==> config.mk <==
export PLATFORM = sky130hd
export DESIGN_NAME = bitslip_realigner
export DESIGN_NICKNAME = d
export VERILOG_FILES = /design/src/rtl/bsr_pkg.sv /design/src/rtl/bsr_req_sync.sv /design/src/rtl/bsr_slip_ctrl.sv /design/src/rtl/bsr_word_pipe.sv /design/src/rtl/bitslip_realigner.sv
export SDC_FILE = /design/constraint.sdc
export NUM_CORES = 1
export LEC_CHECK = 0
export ABC_CLOCK_PERIOD_IN_PS = 4880
export BUFFER_PORTS_ARGS = -buffer_cell sky130_fd_sc_hd__buf_2
export CORE_UTILIZATION = 40
export CTS_BUF_LIST = sky130_fd_sc_hd__clkbuf_16
export CTS_CLUSTER_SIZE = 30
export DETAILED_ROUTE_END_ITERATION = 10
export GPL_ROUTABILITY_DRIVEN = 0
export PLACE_DENSITY_LB_ADDON = 0.3
export SLEW_MARGIN = 20
export SYNTH_ARGS = -nofsm -noshare
export SYNTH_HDL_FRONTEND = slang
export SYNTH_SLANG_ARGS = --single-unit
==> constraint.sdc <==
create_clock -name clk_i -period 4.88 [get_ports clk_i]
set_clock_uncertainty 0.15 [all_clocks]
set_input_delay 0.244 -clock clk_i [delete_from_list [all_inputs] [get_ports clk_i]]
set_output_delay 0.244 -clock clk_i [all_outputs]
set_load 0.005 [all_outputs]
==> src/rtl/bsr_pkg.sv <==
package bsr_pkg;
  // width of a selector that can hold 0..j
  function automatic int sel_width(input int j);
    return $clog2(j + 1);
  endfunction
endpackage

==> src/rtl/bsr_req_sync.sv <==
module bsr_req_sync (
  input  logic clk_i,
  input  logic rst_ni,
  input  logic req_i,
  output logic slip_o
);
  logic [2:0] sh_q;

  always_ff @(posedge clk_i or negedge rst_ni) begin
    if (!rst_ni) sh_q <= '0;
    else         sh_q <= {sh_q[1:0], req_i};
  end

  // sh_q[1:0] synchronizer, sh_q[2] edge history
  assign slip_o = sh_q[1] & ~sh_q[2];


  single_slip_chk: assert property (@(posedge clk_i) disable iff (!rst_ni)
    slip_o |=> !slip_o);
endmodule

==> src/rtl/bsr_slip_ctrl.sv <==
module bsr_slip_ctrl #(
  parameter int J  = 8,
  parameter int SW = 4
) (
  input  logic          clk_i,
  input  logic          rst_ni,
  input  logic          slip_i,
  output logic [SW-1:0] sel_o,
  output logic          wrap_o
);
  localparam logic [SW-1:0] LAST = SW'(J - 1);

  logic [SW-1:0] cnt_q, cnt_d;
  logic          at_last;

  assign at_last = (cnt_q == LAST);
  assign wrap_o  = slip_i & at_last;
  // offset used this cycle: J on a wrap selects the newer word whole
  assign sel_o   = cnt_q + SW'(slip_i);

  always_comb begin
    cnt_d = cnt_q;
    if (wrap_o)      cnt_d = '0;
    else if (slip_i) cnt_d = cnt_q + SW'(1);
  end

  always_ff @(posedge clk_i or negedge rst_ni) begin
    if (!rst_ni) cnt_q <= '0;
    else         cnt_q <= cnt_d;
  end


  cnt_range_chk: assert property (@(posedge clk_i) disable iff (!rst_ni)
    cnt_q <= LAST);

  cnt_wrap_chk: assert property (@(posedge clk_i) disable iff (!rst_ni)
    (slip_i && at_last) |=> (cnt_q == '0));

  cnt_step_chk: assert property (@(posedge clk_i) disable iff (!rst_ni)
    (slip_i && !at_last) |=> (cnt_q == $past(cnt_q) + SW'(1)));
endmodule

==> src/rtl/bsr_word_pipe.sv <==
module bsr_word_pipe #(
  parameter int J  = 8,
  parameter int SW = 4
) (
  input  logic          clk_i,
  input  logic          rst_ni,
  input  logic [J-1:0]  data_i,
  input  logic [SW-1:0] sel_i,
  output logic [J-1:0]  data_o
);
  logic [J-1:0]   newer_q, older_q, data_q;
  logic [2*J-1:0] win;
  logic [J-1:0]   cand [0:J];

  assign win = {newer_q, older_q};

  for (genvar k = 0; k <= J; k++) begin : g_cand
    assign cand[k] = win[k +: J];
  end

  always_ff @(posedge clk_i or negedge rst_ni) begin
    if (!rst_ni) begin
      newer_q <= '0;
      older_q <= '0;
      data_q  <= '0;
    end else begin
      newer_q <= data_i;
      older_q <= newer_q;
      data_q  <= cand[sel_i];
    end
  end

  assign data_o = data_q;


  zero_off_chk: assert property (@(posedge clk_i) disable iff (!rst_ni)
    (sel_i == '0) |=> (data_o == $past(older_q)));

  full_newer_chk: assert property (@(posedge clk_i) disable iff (!rst_ni)
    (sel_i == SW'(J)) |=> (data_o == $past(newer_q)));
endmodule

==> src/rtl/bitslip_realigner.sv <==
module bitslip_realigner #(
  parameter int J = 8
) (
  input  logic         clk_i,
  input  logic         rst_ni,
  input  logic [J-1:0] data_i,
  input  logic         align_req_i,
  output logic [J-1:0] data_o,
  output logic         valid_o
);
  localparam int SW = bsr_pkg::sel_width(J);

  if (J != 8 && J != 10) begin : g_bad_j
    $error("bitslip_realigner: J must be 8 or 10");
  end

  logic          slip;
  logic          wrap;
  logic [SW-1:0] sel;
  logic          newer_ok_q, older_ok_q, valid_q;

  bsr_req_sync u_sync (
    .clk_i  (clk_i),
    .rst_ni (rst_ni),
    .req_i  (align_req_i),
    .slip_o (slip)
  );

  bsr_slip_ctrl #(.J(J), .SW(SW)) u_ctrl (
    .clk_i  (clk_i),
    .rst_ni (rst_ni),
    .slip_i (slip),
    .sel_o  (sel),
    .wrap_o (wrap)
  );

  bsr_word_pipe #(.J(J), .SW(SW)) u_pipe (
    .clk_i  (clk_i),
    .rst_ni (rst_ni),
    .data_i (data_i),
    .sel_i  (sel),
    .data_o (data_o)
  );

  always_ff @(posedge clk_i or negedge rst_ni) begin
    if (!rst_ni) begin
      newer_ok_q <= 1'b0;
      older_ok_q <= 1'b0;
      valid_q    <= 1'b0;
    end else begin
      newer_ok_q <= 1'b1;
      older_ok_q <= newer_ok_q;
      valid_q    <= older_ok_q & ~wrap;
    end
  end

  assign valid_o = valid_q;


  wrap_drop_chk: assert property (@(posedge clk_i) disable iff (!rst_ni)
    wrap |=> !valid_o);

  fill_valid_chk: assert property (@(posedge clk_i) disable iff (!rst_ni)
    !older_ok_q |=> !valid_o);
endmodule

* Yosys cells after proc, flatten, opt, wreduce, memory -nomap -nowiden
Cells that the tools add are included.
** Word-level totals
- Bits in registers :: 34
- Bits of input ports :: 11
- Output and inout bits :: 9
- Word-level logic and storage cells :: 24
** Operators by class
- $add $sub $neg :: 2
- Magnitude comparators :: 1
- Eq/ne operators :: 1
- Mux-type cells :: 5
- Bitwise logic cells :: 6
- Reductions and logical operators :: 1
** Operator list (count)
- $bmux W8 S4 :: 1
- $mux W8 :: 2
- $mux W4 :: 2
- $ge A5 B5 Y1 const B :: 1
- $not A4 Y5 :: 1
- $add A4 B1 Y4 :: 1
- $add A4 B1 Y4 const B :: 1
- $eq A4 B3 Y1 const B :: 1
- $and A1 B1 Y1 :: 3
- $not A1 Y1 :: 2
- $reduce_bool A2 Y1 :: 1

* Logic depth before layout (Yosys ltp)
- Depth after elaboration :: 7
- Mapped depth :: 9

* By module
Synthesis repeated with hierarchy kept, for this count alone.
** Second synthesis, totals
- Cells, all modules :: 115
- Area, all modules :: 1594.0 µm²
** By module, submodules not included
- bsr_word_pipe :: times used 1, cells an instance 85, area each 1172.4 µm²
- bsr_slip_ctrl :: times used 1, cells an instance 21, area each 240.2 µm²
- bitslip_realigner :: times used 1, cells an instance 5, area each 92.6 µm²
- bsr_req_sync :: times used 1, cells an instance 4, area each 88.8 µm²

* Least setup slack after synthesis
No wires, ideal clock.
- Path type :: register -> register
- Start point :: register u_sync.sh_q[1]
- End point :: register u_pipe.data_q[0], in the netlist u_pipe.data_o[0]
- Setup time :: 138 ps
- Arrival :: 2324 ps
- Data required time :: 4592 ps
- Path slack :: 2268 ps
- Cell stages (with the launch flop) :: 9
- Path buffers :: 2
- Clock period less this slack :: 2612 ps
- Path through :: dfrtp_1 > nor2b_4 > buf_6 > and2_1 > ha_1 > buf_1 > mux4_2 > a22oi_2 > o21ai_1
** Between the ends
- Word-level cells in the longest chain between the ends :: 6
** Ends and longest elaborated chain
- start: declaration :: line bsr_req_sync.sv:7 : logic [2:0] sh_q;
- start signal: assignment :: line bsr_req_sync.sv:11 : else sh_q <= {sh_q[1:0], req_i};
- $and A1 B1 Y1 :: line bsr_req_sync.sv:15 : assign slip_o = sh_q[1] & ~sh_q[2];
- $add A4 B1 Y4 :: line bsr_slip_ctrl.sv:19 : assign sel_o = cnt_q + SW'(slip_i);
- $not A4 Y5 (implied by the code) :: line bsr_word_pipe.sv:29 : data_q <= cand[sel_i];
- $bmux W8 S4 :: line bsr_word_pipe.sv:29
- $mux W8 (implied by the code) (2 in a row) :: line bsr_word_pipe.sv:29
- end signal: assignment :: line bsr_word_pipe.sv:29
- end: declaration :: line bsr_word_pipe.sv:11 : logic [J-1:0] newer_q, older_q, data_q;
No other way between the ends. The select of a mux whose other input is x is not followed.
A chain may end at the register's enable or synchronous reset.

* Worst setup path in the final report
- Start point :: register u_sync.sh_q[1]
- End point :: register u_pipe.data_q[6], in the netlist u_pipe.data_o[6]
The elaborated chain is that of the path after synthesis.

==> results.tsv <==
metric	value	unit
number_of_antenna_cells_inserted	0	
critPathLaunchType	register	
synth_xor_xnor_area_share	2.11	%
numPortBuffers	19	
post-layout-total-power	1.05	mW
worst-path-max-fanout	11	
min_delay_worst_endpoint	u_sync.sh_q[1]$_DFF_PN0_	
synth.area.mux_share	17.1	%
synthesis.area	1600	sq um
area.growth.synth_to_final	21.4	%
number_of_antenna_violations_at_the_first_check_in_global_routing	0	
tritoncts.num_buffers	5	
clock_sinks	34	
post-route-period-util	51.8	%
layout-drive-gt1-share	24.7	%
fillCellCount	338	
r2r_slack	2.35	ns
finalSetupViolCount	0	
switchingPower	329	uW
cts.repair.resized	0	
hold_violations	0	
detail_route.drc_violations	0	
worst_ep_arrival_time	2.50	ns
die_width	65.2	microns
final_antenna_violating_net_count	0	
yosys.area_share.adder	1.56	%
avgViaCountPerCell	5.11	
ir_worst_vdd	0.000273	V
post-route-min-period	2.53	ns
dpl_cell_area	1700	sq um
fraction_of_the_mapped_netlist_area_in_compound_gates	9.47	%
mappedNetlistNets	141	
syn_avg_cell_area	12.5	sq um
ys_ff_latch	34	
first_iter_violations	16	
fp.dieArea	4250	sq um
simple_gate_fraction_of_synth_area	11.3	%
finalNonFillerCells	206	
setup_repair_after_global_routing_missed_its_margin	false	
wl_per_cell	13.1	microns
rr_worst_depth	6	
outcome	complete, no violations	
ys_types	36	
cts.htree.levels	2	
wire_length_of_the_first_global_routing_pass	4.79	mm
synth_top_cell_area_share	53.2	%
syn-instance-count	128	
globalRoute.totalOverflow	0	
cts.path.max_buffers	2	
power.combinational.fraction	34.6	%
detailroute.via_count	1053	
p_clk_share	27.8	%
sum_of_negative_setup_slack	0	ns
max-slew-margin-rel	52.5	%
finalWirelength	2.70	mm
part_of_the_yosys_area_used_for_sequential_elements	53.2	%
num_rows	22	
origin_of_the_critical_flop_to_flop_path	u_sync.sh_q[1]$_DFF_PN0_	
max_slew.worst_pin.slew	0.709	ns
switching_share	31.5	%
internal	717	uW
pwr_density_cell	539	nW/um^2
drv_slew	0	
area.sequential	851	sq um
maxCapViolations	0	
min_path_type	register to register	
final_cell_area	1940	sq um
max_clock_freq	396	MHz
worst_setup_path_end_kind	register	
placeableCoreArea	3740	sq um
layout.cells.most_common_list	dfrtp_1 (34), nand2_1 (22), buf_2 (19), mux4_2 (10), dlygate4sd3_1 (10)	
nets	170	
root_buffer_cell	clkbuf_16	
tritoncts	done	
worstSkewPairLatency	0.27	ns
clkSlewWorstSetupHoldPaths	0.05	ns
die_y	65.2	microns
multi_input_area	668	sq um
layout.cells.most_common	dfrtp_1	
pin_count	20	
yosys.area.top_type	dfrtp_1	
synth_top_cells_by_area	dfrtp_1 (53%), mux4_2 (14%), nand2_1 (5.2%)	
min_path_cells	0	
drtPass1Iterations	4	
dp_hpwl	1.89	mm
synth.yosys.warnings	0	
worst_hold_startpoint	u_sync.sh_q[0]$_DFF_PN0_	
initial_utilization	42.7	%
largest_family_of_logic_cells_by_synthesized_area	multiplexers	
dp_cells	188	
p_leak	0.871	nW
postCtsSetupRepairBufs	0	
rr_endpoint	u_pipe.data_o[6]$_DFF_PN0_	
timing.critical_path.required	4.86	ns
timing_worst_setup_path_type	register to register	
grt_start_max_net_pins	35	
seq_power_share	37.6	%
globalRouteTotalUtil	15.3	%
first_global_vias	1064	
==> state kept, by name (all words and copies together) (netlist names) <==
signal	cells
valid_o	1
u_pipe.older_q	8
u_ctrl.cnt_q	4
u_pipe.newer_q	8
u_pipe.data_o	8
older_ok_q	1
u_sync.sh_q	3
newer_ok_q	1
==> power by group through the flow <==
stage / registers [mW] / clock network, mW / logic [mW]
6_report: 0.394 / 0.291 / 0.362
3_5_place_dp: 0.399 / 0 / 0.358
5_1_grt: 0.403 / 0.311 / 0.408
4_1_cts: 0.394 / 0.295 / 0.364
3_3_place_gp: 0.396 / 0 / 0.351
2_1_floorplan: 0.370 / 0 / 0.319
==> worst max path at each step <==
stage,from,endpoint,cells after the start
after CTS,u_sync.sh_q[1]$_DFF_PN0_,u_pipe.data_o[6]$_DFF_PN0_,6
final,u_sync.sh_q[1]$_DFF_PN0_,u_pipe.data_o[6]$_DFF_PN0_,6
after global routing,u_ctrl.cnt_q[0]$_DFFE_PN0P_,u_pipe.data_o[6]$_DFF_PN0_,5
after floorplan,u_sync.sh_q[1]$_DFF_PN0_,u_pipe.data_o[0]$_DFF_PN0_,8
after global placement,u_sync.sh_q[1]$_DFF_PN0_,u_pipe.data_o[6]$_DFF_PN0_,6
after detailed placement,u_sync.sh_q[1]$_DFF_PN0_,u_pipe.data_o[6]$_DFF_PN0_,6
==> cells in the mapped netlist <==
cell type and instances:
or4b_1 1, nor3_1 2, nand3_1 1, nand4b_1 1
inv_1 8, a22oi_1 2, a21o_1 1, dfrtp_1 34
a21oi_1 1, nor2b_4 1, xnor2_2 1, mux4_2 10
ha_1 2, o211ai_1 6, a21boi_0 1, clkbuf_1 2
xnor2_1 2, o21ai_1 4, a31oi_1 2, o21ai_0 2
or3_1 2, buf_1 1, o31ai_1 1, nor2_1 5
mux2_2 1, conb_1 1, buf_2 1, a311oi_1 1
a22oi_2 1, buf_6 3, mux2i_1 1, nand2_1 22
nand2b_1 1, and2_1 1, mux4_1 1, or2b_1 1
==> cells by family (layout without fill, tap and decap cells) <==
group	after synthesis	count (layout)
flip-flops	34	34
AND/OR/NAND/NOR	38	38
multiplexers	13	13
AO/OA/AOI/OAI	22	22
buffers and inverters	15	45
adder cells (fa/ha/maj)	2	2
XOR/XNOR	3	3
other	1	1
==> per-layer routing <==
metal  vias up  share of wire, %  GRT usage (%)
li1        514                 -              -
met4         0               3.1           8.70
met2        25                50           24.9
met5         -                 0              0
met3         9               4.0           4.34
met1       505                43           18.0
==> stage by stage <==
step	utilization (%)	hold WS (ns)	worst slack, ns
6_report	51.9	0.201	2.35
5_1_grt	51.9	0.209	2.17
3_3_place_gp	45.5	0.185	2.43
2_1_floorplan	-	-0.202	2.27
3_5_place_dp	45.5	0.194	2.37
4_1_cts	51.9	0.205	2.35
==> worst max-delay path, stage by stage, from the launching register on <==
cell and delay [ns]:
dfrtp_1 0.40, nor2b_4 0.17, and2_1 0.17, ha_1 0.60
mux4_2 0.58, a22oi_1 0.20, o21ai_0 0.11
==> repair_timing <==
action / in CTS / in global routing
hold endpoints to repair: 43 / 0
hold buffers: 10 / 0
setup endpoints to repair: 0 / 0
==> layout make-up <==
| cell class | count | area share (%) |
|---|---|---|
| repair buffers | 29 | 10.1 |
| inverters | 8 | 1.55 |
| clock buffers | 5 | 6.44 |
| multi-input cells | 79 | 34.4 |
| flip-flops and latches | 34 | 43.8 |
| clock inverters | 3 | 0.644 |
| well taps | 48 | 3.09 |
Power figures use the tool's default switching activity.
